## config.mk

```make
export PLATFORM = sky130hd
export DESIGN_NAME = capt_unit
export DESIGN_NICKNAME = d
export VERILOG_FILES = /design/src/rtl/capt_pkg.sv /design/src/rtl/capt_timebase.sv /design/src/rtl/capt_channel.sv /design/src/rtl/capt_irq.sv /design/src/rtl/capt_unit.sv
export SDC_FILE = /design/constraint.sdc
export NUM_CORES = 1
export LEC_CHECK = 0
export BUFFER_PORTS_ARGS = -buffer_cell sky130_fd_sc_hd__buf_4
export CAP_MARGIN = 20
export CORE_ASPECT_RATIO = 0.7
export CORE_MARGIN = 10
export CORE_UTILIZATION = 65
export DETAILED_ROUTE_END_ITERATION = 10
export PLACE_DENSITY = 0.86
export SLEW_MARGIN = 20
export SYNTH_ARGS = -nofsm -noshare
export SYNTH_HDL_FRONTEND = slang
export SYNTH_SLANG_ARGS = --single-unit
```

## constraint.sdc

```tcl
create_clock -name clk -period 7.69 [get_ports clk]
set_input_delay 2.307 -clock clk [delete_from_list [all_inputs] [get_ports clk]]
set_output_delay 2.307 -clock clk [all_outputs]
set_load 0.1 [all_outputs]
```

## src/rtl/capt_pkg.sv

```systemverilog
package capt_pkg;

  localparam int unsigned BUS_W = 32;

  localparam logic [7:0] OFS_VALUE = 8'h10;
  localparam logic [7:0] OFS_SEL   = 8'h30;
  localparam logic [7:0] OFS_CTRL  = 8'h50;
  localparam logic [7:0] OFS_IEN   = 8'h54;
  localparam logic [7:0] OFS_STAT  = 8'h58;
  localparam logic [7:0] OFS_ACK   = 8'h5C;

  localparam int unsigned CTRL_RUN_BIT = 10;
  localparam int unsigned CTRL_PS_LSB  = 4;
  localparam int unsigned IRQ_LSB      = 1;

  typedef enum logic [1:0] {
    EDGE_OFF  = 2'd0,
    EDGE_RISE = 2'd1,
    EDGE_FALL = 2'd2,
    EDGE_ANY  = 2'd3
  } edge_sel_e;

  function automatic logic edge_match(edge_sel_e sel, logic prev, logic cur);
    logic hit;
    case (sel)
      EDGE_RISE: hit = !prev && cur;
      EDGE_FALL: hit = prev && !cur;
      EDGE_ANY:  hit = prev != cur;
      default:   hit = 1'b0;
    endcase
    return hit;
  endfunction

  function automatic logic [7:0] slot_addr(logic [7:0] base, int idx);
    return base + 8'(4 * idx);
  endfunction

endpackage

```

## src/rtl/capt_timebase.sv

```systemverilog
module capt_timebase #(
  parameter int unsigned CNT_W = 32,
  parameter int unsigned PS_W  = 5
) (
  input  logic             clk,
  input  logic             rst_n,
  input  logic             run,
  input  logic [PS_W-1:0]  prescale,
  output logic [CNT_W-1:0] count
);

  logic [PS_W-1:0]  div_q;
  logic [CNT_W-1:0] cnt_q;
  logic             tick;

  assign tick  = run && (div_q == prescale);
  assign count = cnt_q;

  always_ff @(posedge clk or negedge rst_n) begin
    if (!rst_n) begin
      div_q <= '0;
      cnt_q <= '0;
    end else if (!run) begin
      div_q <= '0;
      cnt_q <= '0;
    end else if (tick) begin
      div_q <= '0;
      cnt_q <= cnt_q + CNT_W'(1);
    end else begin
      div_q <= div_q + PS_W'(1);
    end
  end

endmodule

```

## src/rtl/capt_channel.sv

```systemverilog
module capt_channel
  import capt_pkg::*;
#(
  parameter int unsigned CNT_W       = 32,
  parameter int unsigned SYNC_STAGES = 2
) (
  input  logic             clk,
  input  logic             rst_n,
  input  logic             run,
  input  edge_sel_e        sel,
  input  logic             pin,
  input  logic [CNT_W-1:0] count,
  output logic             evt,
  output logic [CNT_W-1:0] value
);

  localparam int unsigned SYNC_MSB = SYNC_STAGES - 1;

  logic [SYNC_STAGES-1:0] sync_q;
  logic                   prev_q;
  logic [CNT_W-1:0]       value_q;

  always_ff @(posedge clk or negedge rst_n) begin
    if (!rst_n) begin
      sync_q <= '0;
      prev_q <= 1'b0;
    end else begin
      sync_q <= {sync_q[SYNC_STAGES-2:0], pin};
      prev_q <= sync_q[SYNC_MSB];
    end
  end

  assign evt = run && edge_match(sel, prev_q, sync_q[SYNC_MSB]);

  always_ff @(posedge clk or negedge rst_n) begin
    if (!rst_n)   value_q <= '0;
    else if (evt) value_q <= count;
  end

  assign value = value_q;

endmodule

```

## src/rtl/capt_irq.sv

```systemverilog
module capt_irq #(
  parameter int unsigned NUM_CH = 4
) (
  input  logic              clk,
  input  logic              rst_n,
  input  logic [NUM_CH-1:0] evt,
  input  logic [NUM_CH-1:0] ack,
  input  logic [NUM_CH-1:0] ien,
  output logic [NUM_CH-1:0] stat,
  output logic              irq
);

  logic [NUM_CH-1:0] stat_q;

  always_ff @(posedge clk or negedge rst_n) begin
    if (!rst_n) stat_q <= '0;
    else        stat_q <= (stat_q & ~ack) | evt;
  end

  assign stat = stat_q;
  assign irq  = |(stat_q & ien);

endmodule

```

## src/rtl/capt_unit.sv

```systemverilog
module capt_unit
  import capt_pkg::*;
#(
  parameter int unsigned NUM_CH      = 4,
  parameter int unsigned CNT_W       = 32,
  parameter int unsigned PS_W        = 5,
  parameter int unsigned ADDR_W      = 8,
  parameter int unsigned SYNC_STAGES = 2
) (
  input  logic              clk,
  input  logic              rst_n,
  input  logic [NUM_CH-1:0] cap_in,
  input  logic              bus_wr,
  input  logic [ADDR_W-1:0] bus_addr,
  input  logic [BUS_W-1:0]  bus_wdata,
  output logic [BUS_W-1:0]  bus_rdata,
  output logic              irq
);

  localparam int unsigned IRQ_MSB = IRQ_LSB + NUM_CH - 1;

  logic              run_q;
  logic [PS_W-1:0]   ps_q;
  logic [NUM_CH-1:0] ien_q;
  edge_sel_e         sel_q [NUM_CH];

  logic [CNT_W-1:0]  tb_count;
  logic [NUM_CH-1:0] cap_evt;
  logic [CNT_W-1:0]  cap_val [NUM_CH];
  logic [NUM_CH*CNT_W-1:0] cap_flat;
  logic [NUM_CH-1:0] int_stat;
  logic [NUM_CH-1:0] ack_mask;
  logic [NUM_CH-1:0] wr_sel;

  logic wr_ctrl, wr_ien, wr_ack;

  assign wr_ctrl  = bus_wr && (bus_addr == ADDR_W'(OFS_CTRL));
  assign wr_ien   = bus_wr && (bus_addr == ADDR_W'(OFS_IEN));
  assign wr_ack   = bus_wr && (bus_addr == ADDR_W'(OFS_ACK));
  assign ack_mask = wr_ack ? bus_wdata[IRQ_MSB:IRQ_LSB] : '0;

  always_ff @(posedge clk or negedge rst_n) begin
    if (!rst_n) begin
      run_q <= 1'b0;
      ps_q  <= '0;
      ien_q <= '0;
    end else begin
      if (wr_ctrl) begin
        run_q <= bus_wdata[CTRL_RUN_BIT];
        ps_q  <= bus_wdata[CTRL_PS_LSB +: PS_W];
      end
      if (wr_ien) ien_q <= bus_wdata[IRQ_MSB:IRQ_LSB];
    end
  end

  capt_timebase #(.CNT_W(CNT_W), .PS_W(PS_W)) i_timebase (
    .clk      (clk),
    .rst_n    (rst_n),
    .run      (run_q),
    .prescale (ps_q),
    .count    (tb_count)
  );

  for (genvar n = 0; n < NUM_CH; n++) begin : g_ch
    assign wr_sel[n] = bus_wr && (bus_addr == ADDR_W'(slot_addr(OFS_SEL, n)));

    always_ff @(posedge clk or negedge rst_n) begin
      if (!rst_n)         sel_q[n] <= EDGE_OFF;
      else if (wr_sel[n]) sel_q[n] <= edge_sel_e'(bus_wdata[1:0]);
    end

    capt_channel #(.CNT_W(CNT_W), .SYNC_STAGES(SYNC_STAGES)) i_channel (
      .clk   (clk),
      .rst_n (rst_n),
      .run   (run_q),
      .sel   (sel_q[n]),
      .pin   (cap_in[n]),
      .count (tb_count),
      .evt   (cap_evt[n]),
      .value (cap_val[n])
    );

    assign cap_flat[n*CNT_W +: CNT_W] = cap_val[n];
  end

  capt_irq #(.NUM_CH(NUM_CH)) i_irq (
    .clk   (clk),
    .rst_n (rst_n),
    .evt   (cap_evt),
    .ack   (ack_mask),
    .ien   (ien_q),
    .stat  (int_stat),
    .irq   (irq)
  );

  always_comb begin
    bus_rdata = '0;
    if (bus_addr == ADDR_W'(OFS_CTRL)) begin
      bus_rdata[CTRL_RUN_BIT]        = run_q;
      bus_rdata[CTRL_PS_LSB +: PS_W] = ps_q;
    end
    if (bus_addr == ADDR_W'(OFS_IEN))  bus_rdata[IRQ_MSB:IRQ_LSB] = ien_q;
    if (bus_addr == ADDR_W'(OFS_STAT)) bus_rdata[IRQ_MSB:IRQ_LSB] = int_stat;
    for (int n = 0; n < NUM_CH; n++) begin
      if (bus_addr == ADDR_W'(slot_addr(OFS_VALUE, n))) bus_rdata = BUS_W'(cap_val[n]);
      if (bus_addr == ADDR_W'(slot_addr(OFS_SEL, n)))   bus_rdata[1:0] = sel_q[n];
    end
  end

endmodule

```

==> run metrics, run 1 <==
outcome complete, no violations; max-slew violations 0; Layout area overhead 12.00%; ANT nets after route 0; first-pass GRT wire length 36.22 mm; Post-synth EDFFs 0; worst setup path startpoint bus_addr[3]; Reg2Reg Depth 4; DRC violations left 0; clock root cell clkbuf_16; Slew HR 38.56%; final setup fails 0; H-tree Lvls 4; Die Area 0.02017 sq mm; Cell Area, Synth 0.009637 sq mm; postcts setup bufs 0; clock tree buffer depth 2; Final Worst Setup Slack 1070 ps; internal power 1560 uW; count leader, synth dfrtp_1; CTS hold repair buffers 0; Worst VDD drop 0.1676 mV; nature of the critical path startpoint input port; P_leak 0.004936 uW; GPL Wtd Cong 0.8810; RSZ-0062 raised after global routing no; share of layout cells above drive strength 1 34.85%; Synth area leader dfrtp_1; clock-pin transition on the worst setup and hold timing paths 70 ps; die height 121.9 um; post_cts resized 0; Worst Tran Pin Value 919.0 ps; cell count after synthesis 762; Sum Neg Setup Slack 0 ps; # IOs 80; multiplexer share of the synthesized area 24.47%; crit end category output port; synth cell count leaders dfrtp_1 (199), mux2_2 (149), nand2_1 (42); Finished Layout Cells 1007; # clock sinks 199; area share of fa/ha/maj cells after synthesis 1.298%; Buffers on Ports 57; Switching Fraction 22.86%; Reg power frac 52.6%; total power 2023 uW; Post-Place Cells 973; clock share of power 41.9%; Worst setup endpoint bus_rdata[4]; # diodes 0; NumNets Final 856; largest family of logic cells by synthesized area multiplexers; Post-Synth XOR/XNOR Area 0.7271%; Yosys reg bits 199; Row Count 37; max_cap viols 0; Synth Area per Inst 12.65 sq um; Yosys top cell area share 51.67%; CTS tree yes; dpl ws 1083 ps; total congestion overflow 0; fraction of registers with async set/reset 100.0%; Synth area leaders dfrtp_1 (52%), mux2_2 (17%), mux4_2 (5.6%), nand2_1 (1.6%), and2_1 (1.6%); Power Dens Cells 187.4 mW/mm^2; Final Critical Period 6620 ps; Worst Path Arrival 4310 ps; WS Path Type in2out; die span in x 165.5 um; FILL cells 962; Final Hold Viols 0; crit-path max cell delay 590 ps; core area 0.01463 sq mm; Comb power frac 5.5%; CTS Buf Count 17; initial antenna violation count 0; CP required 5380 ps; period utilisation layout 86.08%; ys flop type dfrtp_1; Worst path slowest cell or3_1; R2R Path End i_timebase.div_q[4]$_DFF_PN0_; Crit Path Max Fanout 46; Fmax 0.1511 GHz; worst hold-check path type reg2reg; drt pass-1 iters 5; drt wl/cell 21.88 um; All-Layer GR Usage 22.82%; vias in the first global route 6841; Synth Net Count 819; Synthesis Warnings 0; worst-path cell chain buf_4 > nand4bb_1 > or3_1 > o21ai_0 > a211oi_1 > buf_4; most frequent CP cell buf_4; Worst-Skew Late Latency 440 ps; Synth Area in Compound Gates 6.544%; post-synth cell types 55; Routed WL 22.04 mm; vias 6500; worst r2r src ps_q[4]$_DFFE_PN0P_; Via-to-Cell Ratio 6.455; Initial Utilization 65.87%; post-synthesis sequential area ratio 51.67%; Max Clock Skew 13.04 ps; Detailed Place HPWL 14.26 mm; P_sw 462.5 uW; reg-to-reg slack, setup 5130 ps; largest net degree at the start of global routing 132; simple-gate share of the synthesized area 12.23%; Iteration-0 DRC Markers 580
power by group through the flow:
stage | clock [uW] | combinational (uW) | sequential, uW
2_1_floorplan | 0 | 60.2 | 1080
5_1_grt | 904 | 123 | 1060
3_3_place_gp | 0 | 101 | 1080
4_1_cts | 858 | 108 | 1060
6_report | 847 | 112 | 1060
3_5_place_dp | 0 | 107 | 1080
registers in the layout, summed over array words and instances, names as in the netlist, 4 cells and up:
signal and cells:
g_ch.i_channel.value 128, i_timebase.count 32, g_ch.i_channel.sync_q 8, sel_q 8, i_timebase.div_q 5, ps_q 5, g_ch.i_channel.prev_q 4, i_irq.stat 4
ien_q 4
metal layers:
metal  wire (um)  up-vias  global-route usage (%)
li1            -     2863                       -
met1        9590     3358                   31.30
met2       10500      254                   35.40
met3        1650       25                   5.730
met4         291        0                   6.947
met5           0        -                       0
worst min path at each step:
stage                                            endpoint                                   from  cells past startpoint
floorplan           g_ch[0].i_channel.sync_q[1]$_DFF_PN0_  g_ch[0].i_channel.sync_q[0]$_DFF_PN0_                      0
global route        g_ch[1].i_channel.sync_q[1]$_DFF_PN0_  g_ch[1].i_channel.sync_q[0]$_DFF_PN0_                      0
global placement    g_ch[0].i_channel.sync_q[1]$_DFF_PN0_  g_ch[0].i_channel.sync_q[0]$_DFF_PN0_                      0
detailed placement  g_ch[1].i_channel.sync_q[1]$_DFF_PN0_  g_ch[1].i_channel.sync_q[0]$_DFF_PN0_                      0
finish              g_ch[3].i_channel.sync_q[1]$_DFF_PN0_  g_ch[3].i_channel.sync_q[0]$_DFF_PN0_                      0
CTS                 g_ch[3].i_channel.sync_q[1]$_DFF_PN0_  g_ch[3].i_channel.sync_q[0]$_DFF_PN0_                      0
stage by stage:
stage                     instance area [sq um]  hold slack (ps)  util (%)
after floorplan                            9643            331.2         -
after global placement                    10200            334.8     69.72
after detailed placement                  10200            338.0     69.72
after CTS                                 10750            355.5     73.51
after global routing                      10790            359.1     73.78
final                                     10790            353.2     73.78
cell type report:
type | instances | area, sq um | share of cell area, %
Multi-Input combinational cell | 496 | 4414 | 40.90
Inverter | 18 | 67.56 | 0.6260
Tap cell | 195 | 244.0 | 2.261
Clock buffer | 24 | 481.7 | 4.463
Timing Repair Buffer | 67 | 533.0 | 4.939
Sequential cell | 199 | 4980 | 46.14
Clock inverter | 8 | 72.57 | 0.6724
critical path, delay by kind of cell:
| kind | cells | cell delay (ps) |
|---|---|---|
| AND/OR/NAND/NOR | 2 | 920 |
| buffers and inverters | 2 | 740 |
| AO/OA/AOI/OAI | 2 | 320 |
placed cells by master, fill, tap and decap left out, types with 6 or more instances in the layout:
master,count
nand3b_1,8
and2_1,24
nand4_1,8
buf_4,64
nand2b_1,23
mux2_2,149
mux2i_1,14
nor4_1,12
a21oi_1,12
o41ai_1,12
o21ai_0,16
inv_1,17
o311ai_0,13
nand2_1,42
clkbuf_16,17
nand3_1,14
nor2b_1,20
xnor2_1,6
dfrtp_1,199
ha_1,10
mux4_2,24
nor2_1,16
cell families after synthesis:
logic type,Yosys count
mux,187
compound gates,88
fa+ha+maj,10
simple gates,203
flops,199
buf+inv,67
xor+xnor,8
No activity file was read; power rests on OpenSTA's default activity.
==> run 2, diff against run 1 <==
--- a/config.mk
+++ b/config.mk
@@ -5,13 +5,14 @@
 export SDC_FILE = /design/constraint.sdc
 export NUM_CORES = 1
 export LEC_CHECK = 0
+export ABC_AREA = 1
 export BUFFER_PORTS_ARGS = -buffer_cell sky130_fd_sc_hd__buf_4
 export CAP_MARGIN = 20
 export CORE_ASPECT_RATIO = 0.7
 export CORE_MARGIN = 10
-export CORE_UTILIZATION = 65
+export CORE_UTILIZATION = 64
 export DETAILED_ROUTE_END_ITERATION = 10
-export PLACE_DENSITY = 0.86
+export PLACE_DENSITY = 0.85
 export SLEW_MARGIN = 20
 export SYNTH_ARGS = -nofsm -noshare
 export SYNTH_HDL_FRONTEND = slang
==> run 2 against run 1 <==
Effect of this change:
- non-clock buffer count shrank 6
- critical path depth rose by 3
- flip-flop and latch count did not move
- combinational power grew to 2.9 times the previous value
- hold slack hardly changed
- maximum frequency decreased by 1.3%
- critical path type unchanged
- die area down 0.53%
- via count is 23% higher
==> run metrics, run 2 <==
# IOs 80 (unchanged); Power Dens Cells 232.3 mW/mm^2 (was 187.4 mW/mm^2); core area 0.01458 sq mm (was 0.01463 sq mm); Yosys top cell area share 52.81% (was 51.67%); most frequent cells in the layout nand2_1 (367), dfrtp_1 (199), o21ai_0 (167) (was dfrtp_1 (199), mux2_2 (149), buf_4 (64)); hold path startpoint g_ch[2].i_channel.sync_q[0]$_DFF_PN0_ (was g_ch[3].i_channel.sync_q[0]$_DFF_PN0_); CTS Buf Count 17 (unchanged); first-pass GRT wire length 38.36 mm (was 36.22 mm); Routed WL 23.15 mm (was 22.04 mm); die span in x 165.1 um (was 165.5 um); # clock sinks 199 (unchanged); clock root cell clkbuf_16 (unchanged); Synthesis Warnings 0 (unchanged); period utilisation layout 87.21% (was 86.08%); Sum Neg Setup Slack 0 ps (unchanged); Slew HR 42.05% (was 38.56%); vias in the first global route 7514 (was 6841); Buffers on Ports 57 (unchanged); R2R Path End g_ch[1].i_channel.value[23]$_DFFE_PN0P_ (was i_timebase.div_q[4]$_DFF_PN0_); gr busiest metal met2 (unchanged); Final Hold Viols 0 (unchanged); Synth area leader dfrtp_1 (unchanged); Row Count 37 (unchanged); most frequent CP cell buf_4 (unchanged); die height 121.6 um (was 121.9 um); Hold Path Cell Cnt 0 (unchanged); grt met3 use 5.089% (was 5.730%); Max Clock Skew 12.93 ps (was 13.04 ps); Fmax 0.1491 GHz (was 0.1511 GHz); clock tree buffer depth 2 (unchanged); Synth area leaders dfrtp_1 (53%), nand2_1 (15%), o21ai_0 (8.9%), nand4_1 (3.6%), inv_1 (3.0%) (was dfrtp_1 (52%), mux2_2 (17%), mux4_2 (5.6%), nand2_1 (1.6%), and2_1 (1.6%)); CTS tree yes (unchanged); CP required 5380 ps (about the same); largest net degree at the start of global routing 71 (was 132); worst setup path startpoint bus_addr[0] (was bus_addr[3]); Iteration-0 DRC Markers 884 (was 580); crit end category output port (unchanged); max_cap viols 0 (unchanged); Via-to-Cell Ratio 5.814 (was 6.455); Worst Path Arrival 4400 ps (was 4310 ps); # diodes 0 (unchanged); Die Area 0.02007 sq mm (was 0.02017 sq mm); max reg flops 128 (unchanged); post-synth cell types 37 (was 55); CP Buf/Inv Count 4 (was 2); postcts setup bufs 0 (unchanged); Detailed Place HPWL 14.63 mm (was 14.26 mm); Worst path slowest cell inv_2 (was or3_1); initial antenna violation count 0 (unchanged); Reg2Reg Depth 6 (was 4); WS Path Type in2out (unchanged); Hold EP g_ch[2].i_channel.sync_q[1]$_DFF_PN0_ (was g_ch[3].i_channel.sync_q[1]$_DFF_PN0_); ys flop type dfrtp_1 (unchanged); crit-path max cell delay 600 ps (was 590 ps); P_leak 0.004779 uW (was 0.004936 uW); Layout area overhead 11.42% (was 12.00%); DRC violations left 0 (unchanged); reg-to-reg slack, setup 5620 ps (was 5130 ps); DP Area 0.009878 sq mm (was 0.01020 sq mm); count leader, synth nand2_1 (was dfrtp_1); Initial Utilization 64.66% (was 65.87%); worst hold-check path type reg2reg (unchanged); total congestion overflow 0 (unchanged); final setup fails 0 (unchanged); final instance area 0.01051 sq mm (was 0.01079 sq mm); clock-pin transition on the worst setup and hold timing paths 80 ps (was 70 ps); Post-synth EDFFs 0 (unchanged); NumNets Final 1222 (was 856); Final Critical Period 6706 ps (was 6620 ps); Synth Net Count 1192 (was 819); nature of the critical path startpoint input port (unchanged); All-Layer GR Usage 23.64% (was 22.82%); worst-path cell chain buf_4 > inv_1 > nand2_4 > nor3_1 > nand2_1 > inv_2 > a21oi_1 > a31oi_1 > buf_4 (was buf_4 > nand4bb_1 > or3_1 > o21ai_0 > a211oi_1 > buf_4); fraction of registers with async set/reset 100.0% (unchanged); Worst VDD drop 0.1690 mV (was 0.1676 mV); Final Core Density 72.05% (was 73.78%); vias 7982 (was 6500); cell count after synthesis 1135 (was 762); worst r2r src run_q$_DFFE_PN0P_ (was ps_q[4]$_DFFE_PN0P_); max-slew violations 0 (unchanged); most common cell after layout, fill and taps aside nand2_1 (was dfrtp_1); met1 usage 33.79% (was 31.30%); Cell Area, Synth 0.009429 sq mm (was 0.009637 sq mm); post-synthesis sequential area ratio 52.81% (was 51.67%); met2 usage 35.95% (was 35.40%); GPL Wtd Cong 0.9722 (was 0.8810); CTS hold repair buffers 0 (unchanged); Worst Tran Pin Value 869.3 ps (was 919.0 ps); post_cts resized 0 (unchanged); H-tree Lvls 4 (unchanged); ANT nets after route 0 (unchanged); synth cell count leaders nand2_1 (371), dfrtp_1 (199), o21ai_0 (167) (was dfrtp_1 (199), mux2_2 (149), nand2_1 (42)); drt wl/cell 16.86 um (was 21.88 um); Crit Path Max Fanout 32 (was 46); Worst-Skew Late Latency 440 ps (about the same); outcome complete, no violations (unchanged); share of layout cells above drive strength 1 12.90% (was 34.85%); RSZ-0062 raised after global routing no (unchanged); Synth Area per Inst 8.308 sq um (was 12.65 sq um); Crit path max-delay family buffers and inverters (was simple AND/OR/NAND/NOR gates); drt pass-1 iters 6 (was 5); Yosys reg bits 199 (unchanged)
-- run 2: cell types whose count changed in the layout (fill, tap and decap cells not counted), moves of 20 or more --
cell and change:
mux4_2 -24, nand3_1 +24, nand2b_1 -23, nor2_1 +34
and2_1 -24, nand4_1 +47, inv_1 +58, nor2b_1 -20
mux2_2 -145, o21ai_0 +151, nand2_1 +325
-- run 2: report_power, final --
| part | switching (uW) | internal [uW] |
|---|---|---|
| Clock | 440 | 477 |
| Sequential | 62.8 | 1130 |
| Combinational | 243 | 87.1 |
| Total | 746 | 1690 |
-- run 2: how the worst max path moves through the flow --
| stage | endpoint | slack (ps) | cells past startpoint |
|---|---|---|---|
| floorplan | bus_rdata[11] | 690 | 8 |
| global placement | bus_rdata[13] | 1090 | 9 |
| detailed placement | bus_rdata[13] | 1060 | 9 |
| CTS | bus_rdata[13] | 1030 | 9 |
| global route | bus_rdata[13] | 860 | 9 |
| finish | bus_rdata[13] | 980 | 9 |
-- run 2: area by class of cell --
class,count,area [sq um]
Fill cell,1145,4076
Clock buffer,18,439.2
Multi-Input combinational cell,796,3872
Inverter,90,337.8
Tap cell,195,244.0
Sequential cell,199,4980
Timing Repair Buffer,61,464.2
Clock inverter,14,168.9
-- run 2: worst register-to-register path, stage by stage, from the launching register on --
cell and delay [ps]:
dfrtp_1 330, buf_4 450, inv_2 180, nor2_1 220, nand2_4 410, nand2_1 220, o21ai_0 110
-- run 2: cell families (layout without fill, tap and decap cells) --
family	Yosys count	after routing	share of synthesized area, %
AND/OR/NAND/NOR	564	564	26.65
buffers and inverters	140	183	6.436
flip-flops	199	199	52.81
multiplexers	4	4	0.4777
adder cells (fa/ha/maj)	10	10	1.327
XOR/XNOR	10	10	0.9289
AO/OA/AOI/OAI	208	208	11.37
-- run 2: metal layers --
metal / vias up / share of wire [%]
met5: - / 0
met3: 33 / 8.6
met4: 0 / 1.3
li1: 3777 / -
met2: 356 / 45
met1: 3816 / 45
-- run 2: per-stage QoR --
stage / total power, uW / cells / setup WS (ps) / hold slack [ps]
after floorplan: 1461 / 1135 / 692.5 / 331.2
after global placement: 1521 / 1341 / 1092 / 338.1
after detailed placement: 1535 / 1341 / 1056 / 339.5
after CTS: 2440 / 1373 / 1031 / 354.7
after global routing: 2543 / 1373 / 855.5 / 362.5
final: 2440 / 1373 / 983.9 / 352.7
==> run 3, diff against run 2 <==
--- a/config.mk
+++ b/config.mk
@@ -8,9 +8,11 @@
 export ABC_AREA = 1
 export BUFFER_PORTS_ARGS = -buffer_cell sky130_fd_sc_hd__buf_4
 export CAP_MARGIN = 20
+export CELL_PAD_IN_SITES_DETAIL_PLACEMENT = 1
+export CELL_PAD_IN_SITES_GLOBAL_PLACEMENT = 2
 export CORE_ASPECT_RATIO = 0.7
 export CORE_MARGIN = 10
-export CORE_UTILIZATION = 64
+export CORE_UTILIZATION = 39
 export DETAILED_ROUTE_END_ITERATION = 10
 export PLACE_DENSITY = 0.85
 export SLEW_MARGIN = 20
==> run 3 against run 2 <==
Effect of this change:
- hold slack worse by 1.2 ps
- non-clock buffer count up 4
- register-to-register slack better by 80 ps
- routed wire length up 17%
- utilization down 27 points
- via count down 3.7%
- global-route usage down 5.5 points
- critical path type unchanged
- critical endpoint is now bus_rdata[17]
- largest cell class unchanged
==> run metrics, run 3 (synthesis gave the netlist of run 2 again) <==
outcome complete, no violations (unchanged); CP required 5380 ps (about the same); Crit Path Max Fanout 17 (was 32); worst hold-check path type reg2reg (unchanged); NumNets Final 1226 (was 1222); FILL cells 2820 (was 1145); vias in the first global route 7850 (was 7514); Reg power frac 49.3% (was 48.9%); CTS Buf Count 17 (unchanged); P_leak 0.004777 uW (was 0.004779 uW); Row Count 47 (was 37); P_sw 749.3 uW (was 745.8 uW); first-pass GRT wire length 44.11 mm (was 38.36 mm); Hold Path Cell Cnt 0 (unchanged); crit-path max cell delay 410 ps (was 600 ps); Final Critical Period 6727 ps (was 6706 ps); CP Buf/Inv Count 5 (was 4); Hold EP g_ch[0].i_channel.sync_q[1]$_DFF_PN0_ (was g_ch[2].i_channel.sync_q[1]$_DFF_PN0_); Crit path max-delay family buffers and inverters (unchanged); post_cts resized 0 (unchanged); # diodes 0 (unchanged); drt wl/cell 17.99 um (was 16.86 um); hold path startpoint g_ch[0].i_channel.sync_q[0]$_DFF_PN0_ (was g_ch[2].i_channel.sync_q[0]$_DFF_PN0_); reg-to-reg slack, setup 5700 ps (was 5620 ps); Layout area overhead 12.92% (was 11.42%); clock-pin transition on the worst setup and hold timing paths 70 ps (was 80 ps); worst-path cell chain buf_4 > inv_1 > nand2_4 > nor3_1 > nand2_1 > inv_2 > buf_12 > nand2_1 > nand4_1 > buf_4 (was buf_4 > inv_1 > nand2_4 > nor3_1 > nand2_1 > inv_2 > a21oi_1 > a31oi_1 > buf_4); ANT nets after route 0 (unchanged); Iteration-0 DRC Markers 485 (was 884); clock share of power 36.8% (was 37.6%); Power Dens Cells 227.5 mW/mm^2 (was 232.3 mW/mm^2); share of layout cells above drive strength 1 13.20% (was 12.90%); crit end category output port (unchanged); most frequent cells in the layout nand2_1 (367), dfrtp_1 (199), o21ai_0 (167) (unchanged); Register Area 0.004980 sq mm (unchanged); Sum Neg Setup Slack 0 ps (unchanged); Comb power frac 13.9% (was 13.5%); vias 7684 (was 7982); Reg2Reg Depth 9 (was 6); area of the multi-input gates 0.003857 sq mm (was 0.003872 sq mm); period utilisation layout 87.47% (was 87.21%); Worst path slowest cell inv_2 (unchanged); Final Hold Viols 0 (unchanged); Detailed Place HPWL 17.94 mm (was 14.63 mm); Buffers on Ports 57 (unchanged); Fmax 0.1487 GHz (was 0.1491 GHz); core area 0.02370 sq mm (was 0.01458 sq mm); drt pass-1 iters 5 (was 6); Via-to-Cell Ratio 5.123 (was 5.814); Switching Fraction 30.93% (was 30.56%); nature of the critical path startpoint input port (unchanged); max_cap viols 0 (unchanged); largest net degree at the start of global routing 82 (was 71); H-tree Lvls 4 (unchanged); die height 150.1 um (was 121.6 um); max-slew violations 0 (unchanged); All-Layer GR Usage 18.10% (was 23.64%); total congestion overflow 0 (unchanged); Worst-Skew Late Latency 450 ps (was 440 ps); worst r2r src i_timebase.count[0]$_DFFE_PN0P_ (was run_q$_DFFE_PN0P_); most common cell after layout, fill and taps aside nand2_1 (unchanged); Max Clock Skew 11.65 ps (was 12.93 ps); Die Area 0.03090 sq mm (was 0.02007 sq mm); initial antenna violation count 0 (unchanged); Worst VDD drop 0.1662 mV (was 0.1690 mV); CTS tree yes (unchanged); internal power 1673 uW (was 1694 uW); final setup fails 0 (unchanged); Worst Path Arrival 4420 ps (was 4400 ps); # clock sinks 199 (unchanged); GPL Wtd Cong 0.8275 (was 0.9722); WS Path Type in2out (unchanged); max reg flops 128 (unchanged); DRC violations left 0 (unchanged); CTS hold repair buffers 0 (unchanged); clock tree buffer depth 2 (unchanged); RSZ-0062 raised after global routing no (unchanged); # IOs 80 (unchanged); Routed WL 26.99 mm (was 23.15 mm); postcts setup bufs 0 (unchanged); clock root cell clkbuf_16 (unchanged); Worst Tran Pin Value 817.3 ps (was 869.3 ps); die span in x 205.8 um (was 165.1 um); Initial Utilization 39.79% (was 64.66%); R2R Path End i_timebase.count[26]$_DFFE_PN0P_ (was g_ch[1].i_channel.value[23]$_DFFE_PN0P_); Slew HR 45.52% (was 42.05%); final hold slack 351.5 ps (was 352.7 ps)
## run 3: stage by stage
stage	total power [uW]	instances	utilization, %	worst slack, ps	cell area, sq um
after floorplan	1461	1135	-	692.5	9429
after global placement	1542	1468	42.51	1049	10070
after detailed placement	1554	1468	42.51	975.6	10070
after CTS	2452	1500	44.91	983.2	10640
after global routing	2545	1500	44.93	849.4	10650
final	2422	1500	44.93	963.5	10650
## run 3: layout make-up
cell class                      count  share of cell area, %
Clock buffer                       17                  3.995
Clock inverter                     15                  1.340
Inverter                           90                  3.173
Multi-Input combinational cell    796                  36.23
Sequential cell                   199                  46.77
Tap cell                          318                  3.737
Timing Repair Buffer               65                  4.759
## run 3: worst max path at each step
stage                      from             to  slack (ps)  cells after the start
floorplan           bus_addr[0]  bus_rdata[11]         690                      8
global placement    bus_addr[0]  bus_rdata[17]        1050                     10
detailed placement  bus_addr[0]   bus_rdata[1]         980                     10
CTS                 bus_addr[0]   bus_rdata[1]         980                     10
global route        bus_addr[0]  bus_rdata[13]         850                      9
finish              bus_addr[0]  bus_rdata[17]         960                     10
## run 3: layer usage
layer  global-route usage [%]  part of all wire [%]  vias up  wire length, um
met5                        0                     0        -                0
met4                    3.601                  0.68        0              184
met3                    3.242                   3.4       14              921
met2                    27.09                    43       95            11620
met1                    26.83                    53     3790            14270
li1                         -                     -     3785                -
## run 3: power by group through the flow
stage | Combinational (uW) | Clock (uW) | Sequential, uW
5_1_grt | 383 | 960 | 1200
3_3_place_gp | 333 | 0 | 1210
6_report | 337 | 892 | 1190
3_5_place_dp | 340 | 0 | 1210
4_1_cts | 347 | 912 | 1190
2_1_floorplan | 264 | 0 | 1200
